[src/rtl/cfgseq_pkg.sv]
package cfgseq_pkg;

   typedef enum logic [1:0] {
      SEQ_ERR_NONE  = 2'd0,
      SEQ_ERR_BUSY  = 2'd1,
      SEQ_ERR_BLOCK = 2'd2,
      SEQ_ERR_NODEV = 2'd3
   } seq_err_e;

   typedef enum logic [1:0] {
      ST_IDLE  = 2'd0,
      ST_ISSUE = 2'd1,
      ST_WAIT  = 2'd2,
      ST_HOLD  = 2'd3
   } seq_state_e;

   localparam logic [2:0] RSP_ACCEPT = 3'd0;
   localparam logic [2:0] RSP_BUSY   = 3'd1;
   localparam logic [2:0] RSP_BLOCK  = 3'd2;

endpackage

[src/rtl/cfgseq_stage.sv]
module cfgseq_stage #(
   parameter int DATA_W  = 64,
   parameter int N_WORDS = 4,
   localparam int IDX_W  = (N_WORDS > 1) ? $clog2(N_WORDS) : 1
) (
   input  logic                      clk,
   input  logic                      rst_n,
   input  logic                      load_i,
   input  logic [N_WORDS*DATA_W-1:0] words_i,
   input  logic [IDX_W-1:0]          sel_i,
   output logic [DATA_W-1:0]         word_o
);

   logic [DATA_W-1:0] slot [N_WORDS];

   for (genvar g = 0; g < N_WORDS; g++) begin : g_slot
      always_ff @(posedge clk or negedge rst_n) begin
         if (!rst_n)
            slot[g] <= '0;
         else if (load_i)
            slot[g] <= words_i[g*DATA_W +: DATA_W];
      end
   end

   always_comb begin
      word_o = slot[0];
      for (int i = 1; i < N_WORDS; i++) begin
         if (sel_i == IDX_W'(i))
            word_o = slot[i];
      end
   end

endmodule

[src/rtl/cfgseq_retry_ctr.sv]
module cfgseq_retry_ctr #(
   parameter int LIMIT = 8,
   localparam int CNT_W = (LIMIT > 1) ? $clog2(LIMIT) : 1
) (
   input  logic clk,
   input  logic rst_n,
   input  logic clr_i,
   input  logic inc_i,
   output logic hit_o
);

   logic [CNT_W-1:0] cnt;

   // hit_o flags the refusal that uses up the budget
   if (LIMIT == 1) begin : g_single
      assign hit_o = inc_i;
      always_ff @(posedge clk or negedge rst_n) begin
         if (!rst_n)
            cnt <= '0;
         else
            cnt <= '0;
      end
   end else begin : g_count
      assign hit_o = inc_i && (cnt == CNT_W'(LIMIT - 1));
      always_ff @(posedge clk or negedge rst_n) begin
         if (!rst_n)
            cnt <= '0;
         else if (clr_i)
            cnt <= '0;
         else if (inc_i && !hit_o)
            cnt <= cnt + 1'b1;
      end
   end

endmodule

[src/rtl/cfgseq_hold_timer.sv]
module cfgseq_hold_timer #(
   parameter int CNT_W = 16
) (
   input  logic             clk,
   input  logic             rst_n,
   input  logic             load_i,
   input  logic [CNT_W-1:0] value_i,
   input  logic             run_i,
   output logic             expire_o
);

   logic [CNT_W-1:0] remain;

   assign expire_o = run_i && (remain == CNT_W'(1));

   always_ff @(posedge clk or negedge rst_n) begin
      if (!rst_n)
         remain <= '0;
      else if (load_i)
         remain <= value_i;
      else if (run_i && remain != '0)
         remain <= remain - 1'b1;
   end

endmodule

[src/rtl/cfg_write_seq.sv]
module cfg_write_seq
   import cfgseq_pkg::*;
#(
   parameter int DATA_W      = 64,
   parameter int N_WORDS     = 4,
   parameter int BUSY_LIMIT  = 16,
   parameter int BLOCK_LIMIT = 16,
   parameter int BUSY_DLY    = 8,
   parameter int TICK_W      = 16
) (
   input  logic                      clk,
   input  logic                      rst_n,
   input  logic                      start_i,
   input  logic [N_WORDS*DATA_W-1:0] words_i,
   output logic                      wr_stb_o,
   output logic [DATA_W-1:0]         wr_data_o,
   output logic                      rd_stb_o,
   input  logic                      rsp_vld_i,
   input  logic [2:0]                rsp_code_i,
   input  logic [TICK_W-1:0]         rsp_ticks_i,
   output logic                      done_o,
   output logic [1:0]                err_o
);

   localparam int IDX_W   = (N_WORDS > 1) ? $clog2(N_WORDS) : 1;
   localparam int BDLY_W  = $clog2(BUSY_DLY + 1);
   localparam int DLY_W   = (BDLY_W > TICK_W) ? BDLY_W : TICK_W;
   localparam logic [IDX_W-1:0] LAST_IDX = IDX_W'(N_WORDS - 1);

   initial begin
      assert (DATA_W >= 1)      else $error("DATA_W must be at least 1");
      assert (N_WORDS >= 1)     else $error("N_WORDS must be at least 1");
      assert (BUSY_LIMIT >= 1)  else $error("BUSY_LIMIT must be at least 1");
      assert (BLOCK_LIMIT >= 1) else $error("BLOCK_LIMIT must be at least 1");
      assert (BUSY_DLY >= 1)    else $error("BUSY_DLY must be at least 1");
      assert (TICK_W >= 1)      else $error("TICK_W must be at least 1");
   end

   seq_state_e       state;
   seq_err_e         err_q;
   logic [IDX_W-1:0] idx;
   logic             rd_phase;

   logic load_words;
   logic take;
   logic is_ok, is_busy, is_block, is_other;
   logic busy_hit, block_hit;
   logic word_adv;
   logic retry_busy, retry_block;
   logic hold_expire;
   logic [DLY_W-1:0] hold_val;
   logic [DLY_W-1:0] tick_floor;

   // response decode
   assign take     = (state == ST_WAIT) && rsp_vld_i;
   assign is_ok    = (rsp_code_i == RSP_ACCEPT);
   assign is_busy  = (rsp_code_i == RSP_BUSY);
   assign is_block = (rsp_code_i == RSP_BLOCK);
   assign is_other = !(is_ok || is_busy || is_block);

   assign load_words  = (state == ST_IDLE) && start_i;
   assign word_adv    = take && is_ok && rd_phase && (idx != LAST_IDX);
   assign retry_busy  = take && is_busy && !busy_hit;
   assign retry_block = take && is_block && !block_hit;

   // staged words
   cfgseq_stage #(
      .DATA_W  (DATA_W),
      .N_WORDS (N_WORDS)
   ) u_stage (
      .clk     (clk),
      .rst_n   (rst_n),
      .load_i  (load_words),
      .words_i (words_i),
      .sel_i   (idx),
      .word_o  (wr_data_o)
   );

   // separate retry budgets, both restarted per word
   cfgseq_retry_ctr #(.LIMIT(BUSY_LIMIT)) u_busy_ctr (
      .clk   (clk),
      .rst_n (rst_n),
      .clr_i (load_words || word_adv),
      .inc_i (take && is_busy),
      .hit_o (busy_hit)
   );

   cfgseq_retry_ctr #(.LIMIT(BLOCK_LIMIT)) u_block_ctr (
      .clk   (clk),
      .rst_n (rst_n),
      .clr_i (load_words || word_adv),
      .inc_i (take && is_block),
      .hit_o (block_hit)
   );

   // pause length: fixed for busy, returned ticks (floor 1) for would-block
   if (DLY_W > TICK_W) begin : g_tick_wide
      assign tick_floor = (rsp_ticks_i == '0) ? DLY_W'(1)
                                              : {{(DLY_W-TICK_W){1'b0}}, rsp_ticks_i};
   end else begin : g_tick_same
      assign tick_floor = (rsp_ticks_i == '0) ? DLY_W'(1) : rsp_ticks_i;
   end

   assign hold_val = is_busy ? DLY_W'(BUSY_DLY) : tick_floor;

   cfgseq_hold_timer #(.CNT_W(DLY_W)) u_hold (
      .clk      (clk),
      .rst_n    (rst_n),
      .load_i   (retry_busy || retry_block),
      .value_i  (hold_val),
      .run_i    (state == ST_HOLD),
      .expire_o (hold_expire)
   );

   // sequencing
   always_ff @(posedge clk or negedge rst_n) begin
      if (!rst_n) begin
         state    <= ST_IDLE;
         err_q    <= SEQ_ERR_NONE;
         idx      <= '0;
         rd_phase <= 1'b0;
         done_o   <= 1'b0;
      end else begin
         done_o <= 1'b0;
         unique case (state)
            ST_IDLE: begin
               if (start_i) begin
                  state    <= ST_ISSUE;
                  idx      <= '0;
                  rd_phase <= 1'b0;
                  err_q    <= SEQ_ERR_NONE;
               end
            end
            ST_ISSUE: begin
               state <= ST_WAIT;
            end
            ST_WAIT: begin
               if (rsp_vld_i) begin
                  if (is_ok) begin
                     if (!rd_phase) begin
                        rd_phase <= 1'b1;
                        state    <= ST_ISSUE;
                     end else if (idx == LAST_IDX) begin
                        done_o <= 1'b1;
                        state  <= ST_IDLE;
                     end else begin
                        idx      <= idx + 1'b1;
                        rd_phase <= 1'b0;
                        state    <= ST_ISSUE;
                     end
                  end else if (is_busy) begin
                     if (busy_hit) begin
                        err_q <= SEQ_ERR_BUSY;
                        state <= ST_IDLE;
                     end else begin
                        state <= ST_HOLD;
                     end
                  end else if (is_block) begin
                     if (block_hit) begin
                        err_q <= SEQ_ERR_BLOCK;
                        state <= ST_IDLE;
                     end else begin
                        state <= ST_HOLD;
                     end
                  end else if (is_other) begin
                     err_q <= SEQ_ERR_NODEV;
                     state <= ST_IDLE;
                  end
               end
            end
            ST_HOLD: begin
               if (hold_expire)
                  state <= ST_ISSUE;
            end
            default: state <= ST_IDLE;
         endcase
      end
   end

   assign wr_stb_o = (state == ST_ISSUE) && !rd_phase;
   assign rd_stb_o = (state == ST_ISSUE) && rd_phase;
   assign err_o    = err_q;

endmodule

[config.mk]
export PLATFORM = sky130hd
export DESIGN_NAME = cfg_write_seq
export DESIGN_NICKNAME = d
export VERILOG_FILES = /design/src/rtl/cfgseq_pkg.sv /design/src/rtl/cfgseq_stage.sv /design/src/rtl/cfgseq_retry_ctr.sv /design/src/rtl/cfgseq_hold_timer.sv /design/src/rtl/cfg_write_seq.sv
export SDC_FILE = /design/constraint.sdc
export NUM_CORES = 1
export LEC_CHECK = 0
export ABC_CLOCK_PERIOD_IN_PS = 2800
export BUFFER_PORTS_ARGS = -buffer_cell sky130_fd_sc_hd__buf_2
export CAP_MARGIN = 15
export CORE_UTILIZATION = 43
export CTS_BUF_LIST = sky130_fd_sc_hd__clkbuf_16
export CTS_CLUSTER_SIZE = 14
export DETAILED_ROUTE_END_ITERATION = 10
export GPL_TIMING_DRIVEN = 0
export HOLD_SLACK_MARGIN = 0.12
export PLACE_DENSITY = 0.7
export SLEW_MARGIN = 20
export SYNTH_ARGS = -nofsm -noshare
export SYNTH_HDL_FRONTEND = slang
export SYNTH_SLANG_ARGS = --single-unit
[constraint.sdc]
create_clock -name clk -period 2.8 [get_ports clk]
set_input_delay 0.14 -clock clk [delete_from_list [all_inputs] [get_ports clk]]
set_output_delay 0.14 -clock clk [all_outputs]
set_load 0.005 [all_outputs]
==> results of run 1 <==
synthesized netlist by cell type, types with 8 or more instances:
cell	n
a21oi_1	75
buf_2	9
clkbuf_1	55
dfrtp_1	288
ha_1	11
inv_1	13
mux2_2	257
mux2i_1	72
nand2_1	81
nand3_1	9
nand4_1	8
nor2_1	98
nor3_1	8
nor4_1	9
o21ai_0	70
routing by layer:
| layer | vias to the layer above | track usage | share of wire |
|---|---|---|---|
| met4 | 0 | 0.103 | 0.038 |
| met3 | 127 | 0.0573 | 0.061 |
| li1 | 5366 | - | - |
| met1 | 5860 | 0.330 | 0.39 |
| met2 | 465 | 0.485 | 0.51 |
| met5 | - | 0 | 0 |
per-stage QoR:
| step | setup slack [ns] | setup TNS [ns] | std cells | power [mW] |
|---|---|---|---|---|
| after CTS | -0.00536 | -0.0103 | 2220 | 18.1 |
| final | 0.156 | 0 | 2227 | 18.4 |
| after global routing | -0.0146 | -0.0173 | 2224 | 19.4 |
| after detailed placement | -0.498 | -4.62 | 1881 | 13.8 |
| after floorplan | 0.727 | 0 | 1135 | 11.5 |
| after global placement | -3.93 | -1127.90 | 1878 | 13.6 |
final cells by class:
cell class / count / area share
Clock inverter: 26 / 0.00885
Multi-Input combinational cell: 765 / 0.303
Sequential cell: 288 / 0.367
Tap cell: 396 / 0.0252
Timing Repair Buffer: 633 / 0.237
Antenna cell: 8 / 0.00102
Buffer: 67 / 0.0162
Clock buffer: 31 / 0.0395
Inverter: 13 / 0.00248
registers in the layout (all words and copies together), names as in the netlist:
name / flops
done_o: 1
err_o: 2
idx: 2
rd_phase: 1
state: 2
u_block_ctr.cnt: 4
u_busy_ctr.cnt: 4
u_hold.remain: 16
u_stage.slot: 256
report_power, final:
part / internal, mW / switching [mW] / total (mW)
sequential: 6.17 / 1.15 / 7.32
clock: 2.18 / 1.71 / 3.89
combinational: 3.80 / 3.36 / 7.16
what timing repair did:
action | CTS | global route
hold endpoints to repair | 421 | 0
hold buffers | 283 | 0
endpoints found under the setup margin | 72 | 60
resized for setup | 22 | 32
how the worst max path moves through the flow:
stage                      from                 to  slack (ns)  depth (start not counted)
2_1_floorplan  u_hold.remain[0]   u_hold.remain[0]        0.73                          7
3_3_place_gp              rst_n  u_stage.slot[165]       -3.93                          1
3_5_place_dp             idx[0]      wr_data_o[62]       -0.50                          7
4_1_cts                  idx[1]      wr_data_o[55]      -0.005                          8
5_1_grt                  idx[0]      wr_data_o[60]       -0.01                          8
6_report               state[0]  u_stage.slot[122]        0.16                          6
worst max-delay path, cell delays in order (launching register included):
cell	delay (ns)
dfrtp_1	0.37
inv_1	0.09
ha_1	0.24
nand2_1	0.22
clkbuf_1	0.55
clkbuf_1	0.63
mux2_2	0.42
logic make-up after synthesis:
group,share of synthesized area
mux,0.269
flops,0.536
simple gates,0.0820
compound gates,0.0736
buf+inv,0.0243
fa+ha+maj,0.0102
xor+xnor,0.00456
==> impl_metrics.sql, run 1 <==
INSERT INTO impl_metrics (metric_group, metric, value, unit) VALUES
('global_routing', 'first_global_vias', '12751', ''),
('synthesis', 'synth_top_cell_area_share', '0.536', ''),
('timing', 'final-hold-violation-count', '0', ''),
('power_and_ir_drop', 'p_leak', '8.87', 'nW'),
('clock_network', 'clock-root-buffer', 'clkbuf_16', ''),
('synthesis', 'netlist-cell-type-count', '57', ''),
('worst_setup_path', 'timing.critical_path.from_type', 'flip-flop', ''),
('timing', 'max_freq', '378', 'MHz'),
('final_layout', 'stdcell_area', '19600', 'um2'),
('clock_network', 'clk_transition_reported_paths', '0.06', 'ns'),
('worst_setup_path', 'setup.reg_to_reg.worst_slack', '0.16', 'ns'),
('final_layout', 'layout-drive-gt1-share', '0.378', ''),
('worst_setup_path', 'rr_startpoint', 'state[0]', ''),
('timing', 'worst_pin_slew', '0.883', 'ns'),
('hold_path', 'hold_path.startpoint', 'rsp_code_i[1]', ''),
('synthesis', 'post_synth_inst_count', '1135', ''),
('power_and_ir_drop', 'pwr_density_cell', '935', 'nW/um2'),
('clock_network', 'tritoncts.num_buffers', '31', ''),
('floorplan', 'core', '30700', 'um2'),
('power_and_ir_drop', 'worst_case_vdd_ir_drop', '694', 'uV'),
('worst_setup_path', 'r2r_cells', '6', ''),
('final_layout', 'ff_latch_area', '7210', 'um2'),
('global_routing', 'grt_first_pass_wirelength', '67800', 'um'),
('routing', 'routed_wire_length', '44300', 'um'),
('synthesis', 'synth_area_per_cell', '11.8', 'um2'),
('synthesis', 'ys_top_cells_by_area', 'dfrtp_1, mux2_2, mux2i_1', ''),
('placement', 'numPortBuffers', '347', ''),
('synthesis', 'postSynthNetCount', '1425', ''),
('final_layout', 'flow.area_growth_from_synthesis', '46.2', '%'),
('clock_network', 'clk_latency', '0.58', 'ns'),
('worst_setup_path', 'worstReg2RegEnd', 'u_stage.slot[122]', ''),
('timing', 'final_max_slew_viol_count', '0', ''),
('routing', 'wl_per_cell', '19.9', 'um'),
('final_layout', 'multi_input_area', '5940', 'um2'),
('synthesis', 'flops_latches_synth', '288', ''),
('final_layout', 'final.fill_count', '2245', ''),
('final_layout', 'layout.cells.most_common_list', 'buf_2, dfrtp_1, dlygate4sd3_1, mux2_2, nor2_1', ''),
('timing', 'post-route-min-period', '2.64', 'ns'),
('run_status', 'run_status', 'completed', ''),
('timing', 'final_min_period_over_clock_period', '0.944', ''),
('worst_setup_path', 'cp_data_required_time', '3.24', 'ns'),
('routing', 'post-route-drc-count', '0', ''),
('floorplan', 'die_w', '179', 'um'),
('worst_setup_path', 'critical_path.max_fanout', '10', ''),
('timing', 'clock-skew-final', '0.0171', 'ns'),
('placement', 'hpwlAfterDp', '29000', 'um'),
('global_routing', 'grt.overflow.total', '0', ''),
('global_routing', 'grt_max_degree', '86', ''),
('final_layout', 'layout.core_utilization', '0.641', ''),
('timing', 'fin_hold_ws', '0.171', 'ns'),
('synthesis', 'yosys_warnings', '0', ''),
('timing', 'setup_viol_count_final', '0', ''),
('floorplan', 'floorplan.initialDensity', '0.438', ''),
('clock_network', 'ctsLongestPathBuffers', '3', ''),
('routing', 'antenna_violating_nets_post_route', '0', ''),
('worst_setup_path', 'critical_setup_path_class', 'reg -> reg', ''),
('synthesis', 'number_of_flops_mapped_to_enable_cells_by_yosys', '0', ''),
('clock_network', 'cts_tree', 'done', ''),
('routing', 'detailroute.via_count', '11818', ''),
('synthesis', 'synthFlopType', 'dfrtp_1', ''),
('hold_path', 'worstHoldEndpoint', 'err_o[0]', ''),
('worst_setup_path', 'crit_path_end_kind', 'flip-flop', ''),
('synthesis', 'portion_of_the_post_synthesis_area_used_by_sequential_elements', '0.536', ''),
('floorplan', 'num_io_pins', '348', ''),
('worst_setup_path', 'worst_ep_arrival_time', '3.09', 'ns'),
('clock_network', 'cts_setup_buffers', '0', ''),
('hold_path', 'timing.hold.worst_path_depth', '3', ''),
('clock_network', 'h_tree_levels', '1', ''),
('clock_network', 'cts_sinks', '288', ''),
('placement', 'postPlaceCellArea', '15800', 'um2'),
('final_layout', 'fin_nets', '2089', '');
Power figures use the tool's default switching activity.
==> run 2: changes to the inputs <==
CORE_UTILIZATION = 35   (was 43)
CTS_BUF_LIST = default   (was sky130_fd_sc_hd__clkbuf_16)
PLACE_DENSITY = 0.6   (was 0.7)
==> impl_metrics.sql, run 2 (synthesis results as in run 1) <==
INSERT INTO impl_metrics (metric_group, metric, value, unit) VALUES
('flow_run', 'maxCapViolations', '0', ''),
('routing', 'antenna_violating_nets_post_route', '0', ''),
('routing', 'drt_pass1_iterations', '4', ''),
('final_layout', 'multi_input_area', '5940', 'um2'),
('global_routing', 'grt_most_used_layer', 'met2', ''),
('final_layout', 'most_common_cell_after_layout_fill_and_taps_aside', 'buf_2', ''),
('global_routing', 'grt_usage', '0.225', ''),
('placement', 'finalWeightedCongestion', '0.806', ''),
('clock_network', 'clk_transition_reported_paths', '0.06', 'ns'),
('timing', 'final_min_period_over_clock_period', '0.967', ''),
('clock_network', 'ctsLongestPathBuffers', '3', ''),
('worst_setup_path', 'cp_data_required_time', '3.22', 'ns'),
('timing', 'setup_viol_count_final', '0', ''),
('placement', 'numPortBuffers', '347', ''),
('placement', 'hpwlAfterDp', '29900', 'um'),
('routing', 'detailroute.via_count', '11494', ''),
('global_routing', 'grt_max_degree', '93', ''),
('clock_network', 'cts_sinks', '288', ''),
('timing', 'post-route-min-period', '2.71', 'ns'),
('placement', 'post-place-cells', '1996', ''),
('floorplan', 'floorplan.die.height', '198', 'um'),
('global_routing', 'gr-usage-met1', '0.278', ''),
('timing', 'fin_tns_setup', '0', 'ns'),
('worst_setup_path', 'worst_ep_arrival_time', '3.13', 'ns'),
('global_routing', 'grt.overflow.total', '0', ''),
('floorplan', 'die_footprint', '39200', 'um2'),
('clock_network', 'clock-root-buffer', 'clkbuf_16', ''),
('final_layout', 'largest_register_ff_count', '256', ''),
('clock_network', 'h_tree_levels', '2', ''),
('global_routing', 'initial_antenna_violation_count', '3', ''),
('routing', 'routed_wire_length', '43600', 'um'),
('worst_setup_path', 'critical_path.max_fanout', '10', ''),
('global_routing', 'grt_first_pass_wirelength', '67700', 'um'),
('final_layout', 'layout-drive-gt1-share', '0.385', ''),
('power_and_ir_drop', 'worst_case_vdd_ir_drop', '704', 'uV'),
('worst_setup_path', 'crit_path_end_kind', 'flip-flop', ''),
('global_routing', 'grt_met2_usage', '0.385', ''),
('floorplan', 'core', '37800', 'um2'),
('worst_setup_path', 'critical_setup_path_class', 'reg -> reg', ''),
('final_layout', 'registers.top_by_ff_count', 'u_stage.slot', ''),
('floorplan', 'num_rows', '71', ''),
('final_layout', 'layout.cells.most_common_list', 'buf_2, dfrtp_1, dlygate4sd3_1, mux2_2, nor2_1', ''),
('final_layout', 'fin_nets', '2091', ''),
('routing', 'avgViaCountPerCell', '4.90', ''),
('clock_network', 'clk_latency', '0.55', 'ns'),
('timing', 'slew_headroom', '0.385', ''),
('timing', 'grt_setup_unrepaired', 'true', ''),
('final_layout', 'ff_latch_area', '7210', 'um2'),
('clock_network', 'tritoncts.num_buffers', '35', ''),
('power_and_ir_drop', 'p_leak', '8.90', 'nW'),
('routing', 'post-route-drc-count', '0', ''),
('run_status', 'run_status', 'completed', ''),
('power_and_ir_drop', 'pwr_density_cell', '939', 'nW/um2'),
('global_routing', 'first_global_vias', '12293', ''),
('timing', 'clock-skew-final', '0.0246', 'ns'),
('clock_network', 'cts_setup_buffers', '0', ''),
('floorplan', 'floorplan.initialDensity', '0.356', ''),
('timing', 'final_max_slew_viol_count', '0', ''),
('final_layout', 'flow.area_growth_from_synthesis', '48.3', '%'),
('worst_setup_path', 'timing.critical_path.from_type', 'flip-flop', ''),
('timing', 'worst_pin_slew', '0.914', 'ns'),
('clock_network', 'cts_tree', 'done', ''),
('global_routing', 'met3_layer_usage_reported_by_global_route', '0.0542', ''),
('timing', 'max_freq', '369', 'MHz'),
('final_layout', 'biggestRegsByFlops', 'u_stage.slot: 256 flops, u_hold.remain: 16 flops', ''),
('routing', 'wl_per_cell', '18.6', 'um'),
('floorplan', 'num_io_pins', '348', ''),
('final_layout', 'layout.cells.non_filler', '2344', ''),
('hold_path', 'min_path_type', 'in -> async', ''),
('final_layout', 'final.fill_count', '3249', ''),
('routing', 'initialDrtViolationCount', '377', ''),
('timing', 'final-hold-violation-count', '0', ''),
('floorplan', 'die_w', '198', 'um');
run 2: final cells by class:
cell class,count,share of cell area
well taps,511,0.0321
clock inverters,10,0.00690
diodes,8,0.00100
clock buffers,51,0.0490
repair buffers,631,0.233
inverters,13,0.00245
flip-flops and latches,288,0.362
plain buffers,67,0.0156
multi-input cells,765,0.298
run 2: routing by layer:
metal | share of wire | up-vias | wire length [um]
met5 | 0 | - | 0
met4 | 0.026 | 0 | 1120
met3 | 0.055 | 77 | 2410
met2 | 0.49 | 356 | 21400
met1 | 0.43 | 5703 | 18700
li1 | - | 5358 | -
run 2: critical path, stage by stage, from the launching register on:
cell      delay, ns
dfrtp_1        0.37
inv_1          0.09
ha_1           0.22
nand2_1        0.25
clkbuf_1       0.57
buf_1          0.66
mux2_2         0.42
run 2: power breakdown:
group          total (mW)  leakage, nW  internal [mW]  switching, mW
clock                4.48        0.546           2.63           1.85
combinational        7.00         4.91           3.78           3.22
sequential           7.24         3.44           6.17           1.07
total                18.7         8.90           12.6           6.14
run 2: through the flow:
stage	hold WS (ns)	instance area [um2]	setup WS (ns)	power [mW]	util
2_1_floorplan	-0.156	13400	0.727	11.5	-
4_1_cts	0.142	19900	0.0179	18.8	0.527
3_5_place_dp	0.0184	15900	-0.716	13.9	0.421
3_3_place_gp	0.372	15800	-4.10	13.7	0.419
6_report	0.169	19900	0.0922	18.7	0.528
5_1_grt	0.168	19900	-0.0690	20.0	0.528
run 2: final timing paths:
| path | from | end | slack (ns) | depth (start not counted) |
|---|---|---|---|---|
| hold reg to reg | u_stage.slot[17] | u_stage.slot[17] | 0.50 | 1 |
| max in group asynchronous | rst_n | u_stage.slot[36] | 1.72 | 4 |
| min in group clk | start_i | err_o[0] | 0.18 | 5 |
| setup reg to reg | state[0] | u_stage.slot[122] | 0.09 | 6 |
| setup / recovery | state[0] | u_stage.slot[122] | 0.09 | 6 |
| hold / removal | rst_n | err_o[1] | 0.17 | 3 |
run 2: timing repair:
action	in CTS	in global routing
setup endpoints to repair	91	70
pin swaps	0	0
endpoints found under the hold margin	473	0
gates cloned	0	0
gates resized for setup	25	19
hold buffers	281	0
